File: src/rtl/ext16_pkg.sv
package ext16_pkg;

    typedef enum logic [1:0] {
        SZ_BYTE = 2'd0,
        SZ_WORD = 2'd1,
        SZ_LONG = 2'd2,
        SZ_RSVD = 2'd3
    } acc_size_e;

    typedef enum logic [1:0] {
        ST_IDLE,
        ST_ACTIVE,
        ST_GAP,
        ST_FINISH
    } bus_state_e;

    typedef struct packed {
        logic [3:0] wr_n;
        logic [3:0] bc_n;
        logic       rd_n;
    } strobe_t;

    localparam strobe_t STRB_QUIET = '{wr_n: 4'hF, bc_n: 4'hF, rd_n: 1'b1};

endpackage

File: src/rtl/ext16_lane_map.sv
module ext16_lane_map
    import ext16_pkg::*;
(
    input  acc_size_e   size,
    input  logic        byte_odd,
    input  logic        second_half,
    input  logic        single_mode,
    input  logic        is_write,
    input  logic [31:0] wdata,
    output strobe_t     strb,
    output logic [15:0] dout
);

    logic use_hi;
    logic use_lo;

    // lane usage: even byte -> upper lane, odd byte -> lower lane
    always_comb begin
        unique case (size)
            SZ_BYTE: begin
                use_hi = ~byte_odd;
                use_lo = byte_odd;
            end
            default: begin
                use_hi = 1'b1;
                use_lo = 1'b1;
            end
        endcase
    end

    always_comb begin
        unique case (size)
            SZ_BYTE: dout = {wdata[7:0], wdata[7:0]};
            SZ_WORD: dout = wdata[15:0];
            SZ_LONG: dout = second_half ? wdata[15:0] : wdata[31:16];
            default: dout = 16'h0000;
        endcase
    end

    always_comb begin
        strb = STRB_QUIET;
        if (is_write) begin
            if (single_mode) begin
                strb.wr_n[1] = 1'b0;
                strb.bc_n[1] = ~use_hi;
                strb.bc_n[0] = ~use_lo;
            end else begin
                strb.wr_n[1] = ~use_hi;
                strb.wr_n[0] = ~use_lo;
            end
        end else begin
            strb.rd_n = 1'b0;
        end
    end

endmodule

File: src/rtl/ext16_cycle_timer.sv
module ext16_cycle_timer #(
    parameter int CYC_CLKS = 3
) (
    input  logic clk,
    input  logic rst_n,
    input  logic run,
    output logic last
);

    generate
        if (CYC_CLKS <= 1) begin : g_single
            assign last = run;
        end else begin : g_count
            localparam int CNT_W = $clog2(CYC_CLKS);
            localparam logic [CNT_W-1:0] CNT_LAST = CNT_W'(CYC_CLKS - 1);
            logic [CNT_W-1:0] cnt_q;

            assign last = run && (cnt_q == CNT_LAST);

            always_ff @(posedge clk or negedge rst_n) begin
                if (!rst_n) begin
                    cnt_q <= '0;
                end else if (!run || last) begin
                    cnt_q <= '0;
                end else begin
                    cnt_q <= cnt_q + 1'b1;
                end
            end
        end
    endgenerate

endmodule

File: src/rtl/ext16_read_gather.sv
module ext16_read_gather
    import ext16_pkg::*;
(
    input  logic        clk,
    input  logic        rst_n,
    input  logic        capture,
    input  logic        second_half,
    input  acc_size_e   size,
    input  logic        byte_odd,
    input  logic [15:0] din,
    output logic [31:0] rdata
);

    logic [15:0] hi_q;

    always_ff @(posedge clk or negedge rst_n) begin
        if (!rst_n) begin
            hi_q  <= '0;
            rdata <= '0;
        end else if (capture) begin
            if (size == SZ_LONG && !second_half) begin
                hi_q <= din;
            end else begin
                unique case (size)
                    SZ_BYTE: rdata <= {24'h0, byte_odd ? din[7:0] : din[15:8]};
                    SZ_WORD: rdata <= {16'h0, din};
                    SZ_LONG: rdata <= {hi_q, din};
                    default: rdata <= '0;
                endcase
            end
        end
    end

endmodule

File: src/rtl/ext16_bus_adapter.sv
module ext16_bus_adapter
    import ext16_pkg::*;
#(
    parameter int ADDR_W   = 28,
    parameter int CYC_CLKS = 3
) (
    input  logic              clk,
    input  logic              rst_n,
    input  logic              req_valid,
    output logic              req_ready,
    input  logic [ADDR_W-1:0] req_addr,
    input  logic [1:0]        req_size,
    input  logic              req_write,
    input  logic [31:0]       req_wdata,
    input  logic              strobe_mode,
    output logic              req_err,
    output logic              rsp_valid,
    output logic [31:0]       rsp_rdata,
    output logic [ADDR_W-1:0] ext_addr,
    output logic [15:0]       ext_dout,
    input  logic [15:0]       ext_din,
    output logic              ext_rd_n,
    output logic [3:0]        ext_wr_n,
    output logic [3:0]        ext_bc_n
);

    bus_state_e state_q, state_d;

    // request context latched at accept
    logic [ADDR_W-1:0] addr_q;
    acc_size_e         size_q;
    logic              wr_q;
    logic              mode_q;
    logic [31:0]       wdata_q;
    logic              second_q, second_d;

    // registered outputs
    strobe_t           strb_q;
    logic [15:0]       dout_q;
    logic [ADDR_W-1:0] eaddr_q;
    logic              err_q;
    logic              rsp_q;

    acc_size_e req_sz;
    logic      accept;
    logic      misfit;
    logic      start;
    logic      cyc_last;

    assign req_sz = acc_size_e'(req_size);
    assign accept = req_valid && (state_q == ST_IDLE);

    always_comb begin
        unique case (req_sz)
            SZ_BYTE: misfit = 1'b0;
            SZ_WORD: misfit = req_addr[0];
            SZ_LONG: misfit = |req_addr[1:0];
            default: misfit = 1'b1;
        endcase
    end

    assign start = accept && !misfit;

    ext16_cycle_timer #(.CYC_CLKS(CYC_CLKS)) u_timer (
        .clk   (clk),
        .rst_n (rst_n),
        .run   (state_q == ST_ACTIVE),
        .last  (cyc_last)
    );

    // next-state logic
    always_comb begin
        state_d  = state_q;
        second_d = second_q;
        unique case (state_q)
            ST_IDLE: begin
                if (start) begin
                    state_d  = ST_ACTIVE;
                    second_d = 1'b0;
                end
            end
            ST_ACTIVE: begin
                if (cyc_last) begin
                    if (size_q == SZ_LONG && !second_q) begin
                        state_d = ST_GAP;
                    end else begin
                        state_d = ST_FINISH;
                    end
                end
            end
            ST_GAP: begin
                state_d  = ST_ACTIVE;
                second_d = 1'b1;
            end
            ST_FINISH: begin
                state_d = ST_IDLE;
            end
        endcase
    end

    // state register
    always_ff @(posedge clk or negedge rst_n) begin
        if (!rst_n) begin
            state_q  <= ST_IDLE;
            second_q <= 1'b0;
        end else begin
            state_q  <= state_d;
            second_q <= second_d;
        end
    end

    always_ff @(posedge clk or negedge rst_n) begin
        if (!rst_n) begin
            addr_q  <= '0;
            size_q  <= SZ_BYTE;
            wr_q    <= 1'b0;
            mode_q  <= 1'b0;
            wdata_q <= '0;
        end else if (start) begin
            addr_q  <= req_addr;
            size_q  <= req_sz;
            wr_q    <= req_write;
            mode_q  <= strobe_mode;
            wdata_q <= req_wdata;
        end
    end

    // context for the cycle about to be driven
    logic [ADDR_W-1:0] ctx_addr;
    acc_size_e         ctx_size;
    logic              ctx_wr;
    logic              ctx_mode;
    logic [31:0]       ctx_wdata;
    strobe_t           map_strb;
    logic [15:0]       map_dout;
    logic [ADDR_W-1:0] next_eaddr;

    assign ctx_addr  = start ? req_addr    : addr_q;
    assign ctx_size  = start ? req_sz      : size_q;
    assign ctx_wr    = start ? req_write   : wr_q;
    assign ctx_mode  = start ? strobe_mode : mode_q;
    assign ctx_wdata = start ? req_wdata   : wdata_q;

    assign next_eaddr = {ctx_addr[ADDR_W-1:2], (second_d | ctx_addr[1]), 1'b0};

    ext16_lane_map u_map (
        .size        (ctx_size),
        .byte_odd    (ctx_addr[0]),
        .second_half (second_d),
        .single_mode (ctx_mode),
        .is_write    (ctx_wr),
        .wdata       (ctx_wdata),
        .strb        (map_strb),
        .dout        (map_dout)
    );

    ext16_read_gather u_gather (
        .clk         (clk),
        .rst_n       (rst_n),
        .capture     (cyc_last && !wr_q),
        .second_half (second_q),
        .size        (size_q),
        .byte_odd    (addr_q[0]),
        .din         (ext_din),
        .rdata       (rsp_rdata)
    );

    // output register
    always_ff @(posedge clk or negedge rst_n) begin
        if (!rst_n) begin
            strb_q  <= STRB_QUIET;
            dout_q  <= '0;
            eaddr_q <= '0;
            err_q   <= 1'b0;
            rsp_q   <= 1'b0;
        end else begin
            err_q <= accept && misfit;
            rsp_q <= (state_d == ST_FINISH);
            if (state_d == ST_ACTIVE) begin
                strb_q  <= map_strb;
                dout_q  <= map_dout;
                eaddr_q <= next_eaddr;
            end else begin
                strb_q <= STRB_QUIET;
            end
        end
    end

    assign req_ready = (state_q == ST_IDLE);
    assign req_err   = err_q;
    assign rsp_valid = rsp_q;
    assign ext_addr  = eaddr_q;
    assign ext_dout  = dout_q;
    assign ext_rd_n  = strb_q.rd_n;
    assign ext_wr_n  = strb_q.wr_n;
    assign ext_bc_n  = strb_q.bc_n;

endmodule

File: config.mk
export PLATFORM = sky130hd
export DESIGN_NAME = ext16_bus_adapter
export DESIGN_NICKNAME = d
export VERILOG_FILES = /design/src/rtl/ext16_pkg.sv /design/src/rtl/ext16_lane_map.sv /design/src/rtl/ext16_cycle_timer.sv /design/src/rtl/ext16_read_gather.sv /design/src/rtl/ext16_bus_adapter.sv
export SDC_FILE = /design/constraint.sdc
export NUM_CORES = 1
export LEC_CHECK = 0
export CAP_MARGIN = 20
export CORE_MARGIN = 3
export CORE_UTILIZATION = 25
export CTS_BUF_LIST = sky130_fd_sc_hd__clkbuf_4
export CTS_CLUSTER_DIAMETER = 150
export DETAILED_ROUTE_END_ITERATION = 6
export GPL_ROUTABILITY_DRIVEN = 0
export GPL_TIMING_DRIVEN = 0
export SLEW_MARGIN = 20
export SYNTH_ARGS = -nofsm -noshare
export SYNTH_HDL_FRONTEND = slang
export SYNTH_SLANG_ARGS = --single-unit
File: constraint.sdc
create_clock -name clk -period 2.15 [get_ports clk]
set_input_delay 0.645 -clock clk [delete_from_list [all_inputs] [get_ports clk]]
set_output_delay 0.645 -clock clk [all_outputs]
set_load 0.01 [all_outputs]
# Word-level counts from Yosys, hierarchy flattened

Cells that the tools add are included.

Flip-flop bits (word level): 171
Input bits: 83
Logic and storage cells: 79

$add $sub $neg: 1
Eq/ne operators: 12
Mux-type cells: 26
Bitwise logic cells: 5
Reduce and logical (&&, ||, !) cells: 18

Operators with widths:

| operator                                                         | count |
|---|---|
| 32-bit one-hot mux with 3 select lines                           | 1 |
| 16-bit one-hot mux with 3 select lines                           | 1 |
| 32-bit two-way mux                                               | 1 |
| 28-bit two-way mux                                               | 1 |
| 16-bit two-way mux                                               | 1 |
| 2-bit == test (second input constant)                            | 7 |
| 2-bit two-way mux                                                | 7 |
| 2-bit by 1-bit == test with 1-bit output (second input constant) | 5 |
| 1-bit two-way mux                                                | 9 |
| 2-bit logical NOT                                                | 4 |
| 8-bit two-way mux                                                | 1 |
| 2-bit one-hot mux with 4 select lines                            | 1 |
| 7-bit two-way mux                                                | 1 |
| 1-bit logical AND                                                | 6 |
| 1-bit logical NOT                                                | 4 |
| 1-bit inverter                                                   | 4 |
| 2-bit AND reduction                                              | 2 |
| 1-bit one-hot mux with 3 select lines                            | 1 |
| 2-bit by 1-bit adder with 2-bit output (second input constant)   | 1 |
| 1-bit one-hot mux with 2 select lines                            | 1 |
| 2-bit OR reduction                                               | 1 |
| 1-bit logical OR                                                 | 1 |
| 1-bit bitwise OR                                                 | 1 |

# Logic depth before layout (Yosys ltp)

Gate-level depths: netlist of run 1.

Depth after elaboration: 11
Gate-level depth with buffers: 9

# By module

From an unflattened synthesis of run 1, not the netlist that was laid out.

Cell total of the unflattened synthesis: 562
Area total of the unflattened synthesis: 7,294.5 um^2

Modules (own cells, without submodules):

| module            | times used | cells an instance | area each (um^2) | sequential area each (um^2) |
|---|---|---|---|---|
| ext16_bus_adapter | 1          | 277               | 4,600.7          | 3,039.2 |
| ext16_read_gather | 1          | 197               | 2,072.0          | 1,201.2 |
| ext16_lane_map    | 1          | 81                | 524.3            | 0.0 |
| ext16_cycle_timer | 1          | 7                 | 97.6             | 50.0 |

# Worst setup path after synthesis of run 1

OpenSTA, ideal clock, no wires.

Path type: input-to-reg
From: in req_size[0]
To: reg dout_q[11] (netlist: ext_dout[11])
Library setup time: 126 ps
Arrival time: 1,966 ps
Data required time: 2,024 ps
Slack: 58 ps
Stages on the path: 7
Buffers on the path: 2
Path through: or3_1 > a21o_1 > buf_6 > buf_6 > a211oi_2 > nor3_1 > a221o_1

Word-level cells in the longest chain between the ends: 8

Ends and longest elaborated chain:

| element                                | RTL line                 | RTL |
|---|---|---|
| start, declared                        | ext16_bus_adapter.sv:12  | `input logic [1:0] req_size,` |
| 2-bit == test (tied with other cells)  | ext16_bus_adapter.sv:54  | `unique case (req_sz)` |
| 1-bit one-hot mux with 3 select lines  | ext16_bus_adapter.sv:54  |  |
| 1-bit logical NOT                      | ext16_bus_adapter.sv:62  | `assign start = accept && !misfit;` |
| 1-bit logical AND                      | ext16_bus_adapter.sv:62  |  |
| 1-bit two-way mux                      | ext16_bus_adapter.sv:77  | `if (start) begin` |
| 1-bit one-hot mux with 2 select lines  | ext16_bus_adapter.sv:75  | `unique case (state_q)` |
| 16-bit two-way mux                     | ext16_lane_map.sv:35     | `SZ_LONG: dout = second_half ? wdata[15:0] : wdata[31:16];` |
| 16-bit one-hot mux with 3 select lines | ext16_lane_map.sv:32     | `unique case (size)` |
| end signal, assigned                   | ext16_bus_adapter.sv:181 | `dout_q <= map_dout;` |
| end, declared                          | ext16_bus_adapter.sv:39  | `logic [15:0] dout_q;` |

Parallel ways exist; a longest one is shown, timed or not.
A chain may end at the register's enable or synchronous reset.

# Worst setup path in the final report of run 1

From: in req_valid
To: reg dout_q[4] (netlist: ext_dout[4])

RTL lines:

| element                                  | RTL line                 | RTL |
|---|---|---|
| start, declared                          | ext16_bus_adapter.sv:9   | `input logic req_valid,` |
| 1-bit logical AND *                      | ext16_bus_adapter.sv:51  | `assign accept = req_valid && (state_q == ST_IDLE);` |
| 1-bit logical AND *                      | ext16_bus_adapter.sv:62  |  |
| 32-bit two-way mux *                     | -                        |  |
| net ctx_wdata[4]                         | ext16_bus_adapter.sv:133 | `logic [31:0] ctx_wdata;` |
| 16-bit two-way mux                       | ext16_lane_map.sv:35     |  |
| 16-bit one-hot mux with 3 select lines * | ext16_lane_map.sv:32     |  |

Mark *: on every way through the listed nets, which the timed path passes. The rest lies on a longest branch.

==> results.toml, run 1 <==
[yosys]
avgSynthCellArea_um2 = 10.3
ys_seq_area_share_pct = 58.0
synth.cell_area_um2 = 7220
ys_async_sr_fraction_pct = 100
synth-edff-count = 0
synth_top_family_by_area = "simple AND/OR/NAND/NOR gates"
ys_types = 46
yosys_most_used_dff = "dfrtp_1"
synth-compound-area-share_pct = 10.3
synth_mux_area_share_pct = 9.05
ys_seq_elements = 167
synthXorXnorAreaFrac_pct = 0.121
ys.warnings.count = 0
yosys.area_share.simple_pct = 18.0
syn_inst = 704
synthAdderAreaFrac_pct = 0.173

[worst_setup_path]
reg2reg_depth = 8
worst_ep_required_time_ns = 2.59
cpMaxStageDelayCell = "clkdlybuf4s50_1"
cp_num_buf_inv = 3
end_kind = "flip-flop"
critPathMaxFanout = 10
path_delay_family = "buffers and inverters"
rrSetupSlack_ns = 0.12
critPathArrivalTime_ns = 2.57
path_class = "primary input to flip-flop"
cp_slowest_stage_delay_ns = 0.51
cp-start-kind = "primary input"
r2r-end = "ext_dout[14]"
crit_chain = "clkdlybuf4s50_1 -> or3b_4 -> a21o_1 -> buf_6 -> buf_6 -> nand2_1 -> nand2_1 -> a221o_1"
reg2reg_from = "u_timer.g_count.cnt_q[0]"

[sta]
finalHoldViolations = 0
timing.fmax_mhz = 469
fin_crit_sh_pct = 99.1
worstMarginPinSlew_ns = 0.689
report.final.slew_viol_count = 0
finalClockSkew_ns = 0.0236
setup_violations = 0
rsz0062_at_grt = "false"
relSlewSlack_pct = 54.0
setup_ws_ns = 0.0197
whs_ns = 0.0889
finalCriticalPeriod_ns = 2.13
tns_ns = 0

[cts]
clk_path_buf_depth = 2
numCtsBuffers = 17
h-tree-depth = 4
cts.clk_slew.worst_paths_ns = 0.13
ctsHoldBuffers = 0
clk_latency_ns = 0.55
root_buffer = "clkbuf_4"
cts.sinks = 167
cts_tree = "done"

[floorplanning]
fp.dieW_um = 176
start_util_pct = 25.7
rows = 61
io_pins = 171
die_area_um2 = 31000
core_um2 = 28100
chipHeight_um = 176

[drt]
remaining_drc_errors = 0
firstDrtPassIters = 5
ant_nets = 0
totalWireLength_mm = 21.3
post_drt_wl_per_cell_um = 16.6
viasPerCell = 4.47
drt_iter0_markers = 401
dr_total_vias = 5739

[pwr]
p_per_area_nw_per_um2 = 1310
p_leak_uw = 0.00469
ir_drop_mv = 0.454

[placement]
place_ws_ns = -0.839
post-place-cells = 1251
hpwl_mm = 15.4
io_buffers = 165

[layout]
area_growth_pct = 34.7
fin_util_pct = 34.6
final_cell_mix = "nand2_1, dfrtp_1, dlygate4sd2_1"
layout-drive-gt1-share_pct = 16.2
multiInputGateArea_um2 = 2790
final_nets = 978
seqCellArea_um2 = 4190
layout_commonest_cell = "nand2_1"
final_cells = 1285
fillers = 2974

[grt]
grt_usage_pct = 13.8
grt_start_max_net_pins = 91
grt_overflow_total = 0
grt_pass1_vias = 5857
grt_pass1_wl_mm = 33.1
antenna_found_initial = 3

[job]
max-cap-violations = 0

[hold_path]
hp-class = "primary input to async pin"

[status]
status = "finished, final reports clean"
==> registers in the layout, summed over array words and instances (netlist names), 2 cells and up <==
register	flops
u_gather.rdata	32
wdata_q	32
addr_q	28
ext_addr	27
ext_dout	16
u_gather.hi_q	16
ext_bc_n	2
ext_wr_n	2
size_q	2
state_q	2
u_timer.g_count.cnt_q	2
==> cells by family (layout without fill, tap and decap cells) <==
group | count (synthesis) | count (layout)
and+or+nand+nor | 319 | 319
buffers and inverters | 55 | 254
adders and majority gates | 1 | 1
AOI/OAI and AO/OA | 99 | 99
xor gates and xnor gates | 1 | 1
other | 2 | 6
DFF | 167 | 167
muxes | 60 | 60
==> layer usage <==
metal	routed length, um	GRT usage (%)	vias to the layer above
met5	32	0	-
met4	202	3.73	4
met3	1520	4.02	17
met2	9970	22.2	193
met1	9540	18.2	2788
li1	-	-	2737
==> repair_timing <==
item                       CTS  global route
resized for setup           92            21
buffers inserted             3             1
pin swaps                    1             3
setup endpoints to repair  115            63
==> final cells by class <==
type                    instances  area share (%)
inverters                       6           0.232
diodes                          1          0.0257
clock inverters                13            2.08
well taps                     378            4.86
flip-flops and latches        167            43.1
clock buffers                  18            1.39
multi-input cells             485            28.7
plain buffers                  47            3.04
repair buffers                170            16.6
==> report_power, final <==
part	switching, uW	total, uW	leakage, uW	internal [uW]
clock network	1170	2220	0.000175	1050
logic	2820	5310	0.00242	2490
registers	710	5230	0.00209	4520
==> synth_stat cells, types with 8 or more instances <==
| master | instances | share of area (%) |
|---|---|---|
| a21oi_1 | 12 | 0.83 |
| a221o_1 | 15 | 2.1 |
| mux2i_1 | 18 | 2.5 |
| clkbuf_1 | 17 | 0.88 |
| dfrtp_1 | 162 | 56 |
| and3_1 | 9 | 0.78 |
| nand2_1 | 250 | 13 |
| buf_2 | 19 | 1.3 |
| nor3_1 | 15 | 1.0 |
| mux2_2 | 42 | 6.5 |
| nor2_1 | 26 | 1.4 |
| a22o_1 | 8 | 0.97 |
| o21ai_0 | 35 | 2.4 |
==> worst max path at each step <==
stage | endpoint | cells past startpoint | startpoint | slack, ns
final | ext_dout[4] | 8 | req_valid | 0.02
after global routing | ext_dout[1] | 7 | req_size[1] | 0.007
after detailed placement | ext_dout[9] | 7 | req_size[1] | -0.84
after floorplan | ext_dout[11] | 7 | req_size[0] | 0.06
after CTS | u_gather.rdata[2] | 7 | size_q[0] | 0.02
after global placement | ext_addr[8] | 1 | rst_n | -6.66
==> metrics by stage <==
stage	area [um2]	power [uW]
global placement	9360	10900
floorplan	7230	8420
global route	9720	13700
CTS	9660	12800
detailed placement	9390	11000
finish	9720	12800
Note: power is estimated with default switching activity, not from simulation.
==> run 2: changes to the inputs <==
GPL_ROUTABILITY_DRIVEN = default   (was 0)
==> results of run 2 <==
Final layout, timing and power as in run 1 (identical DEF).
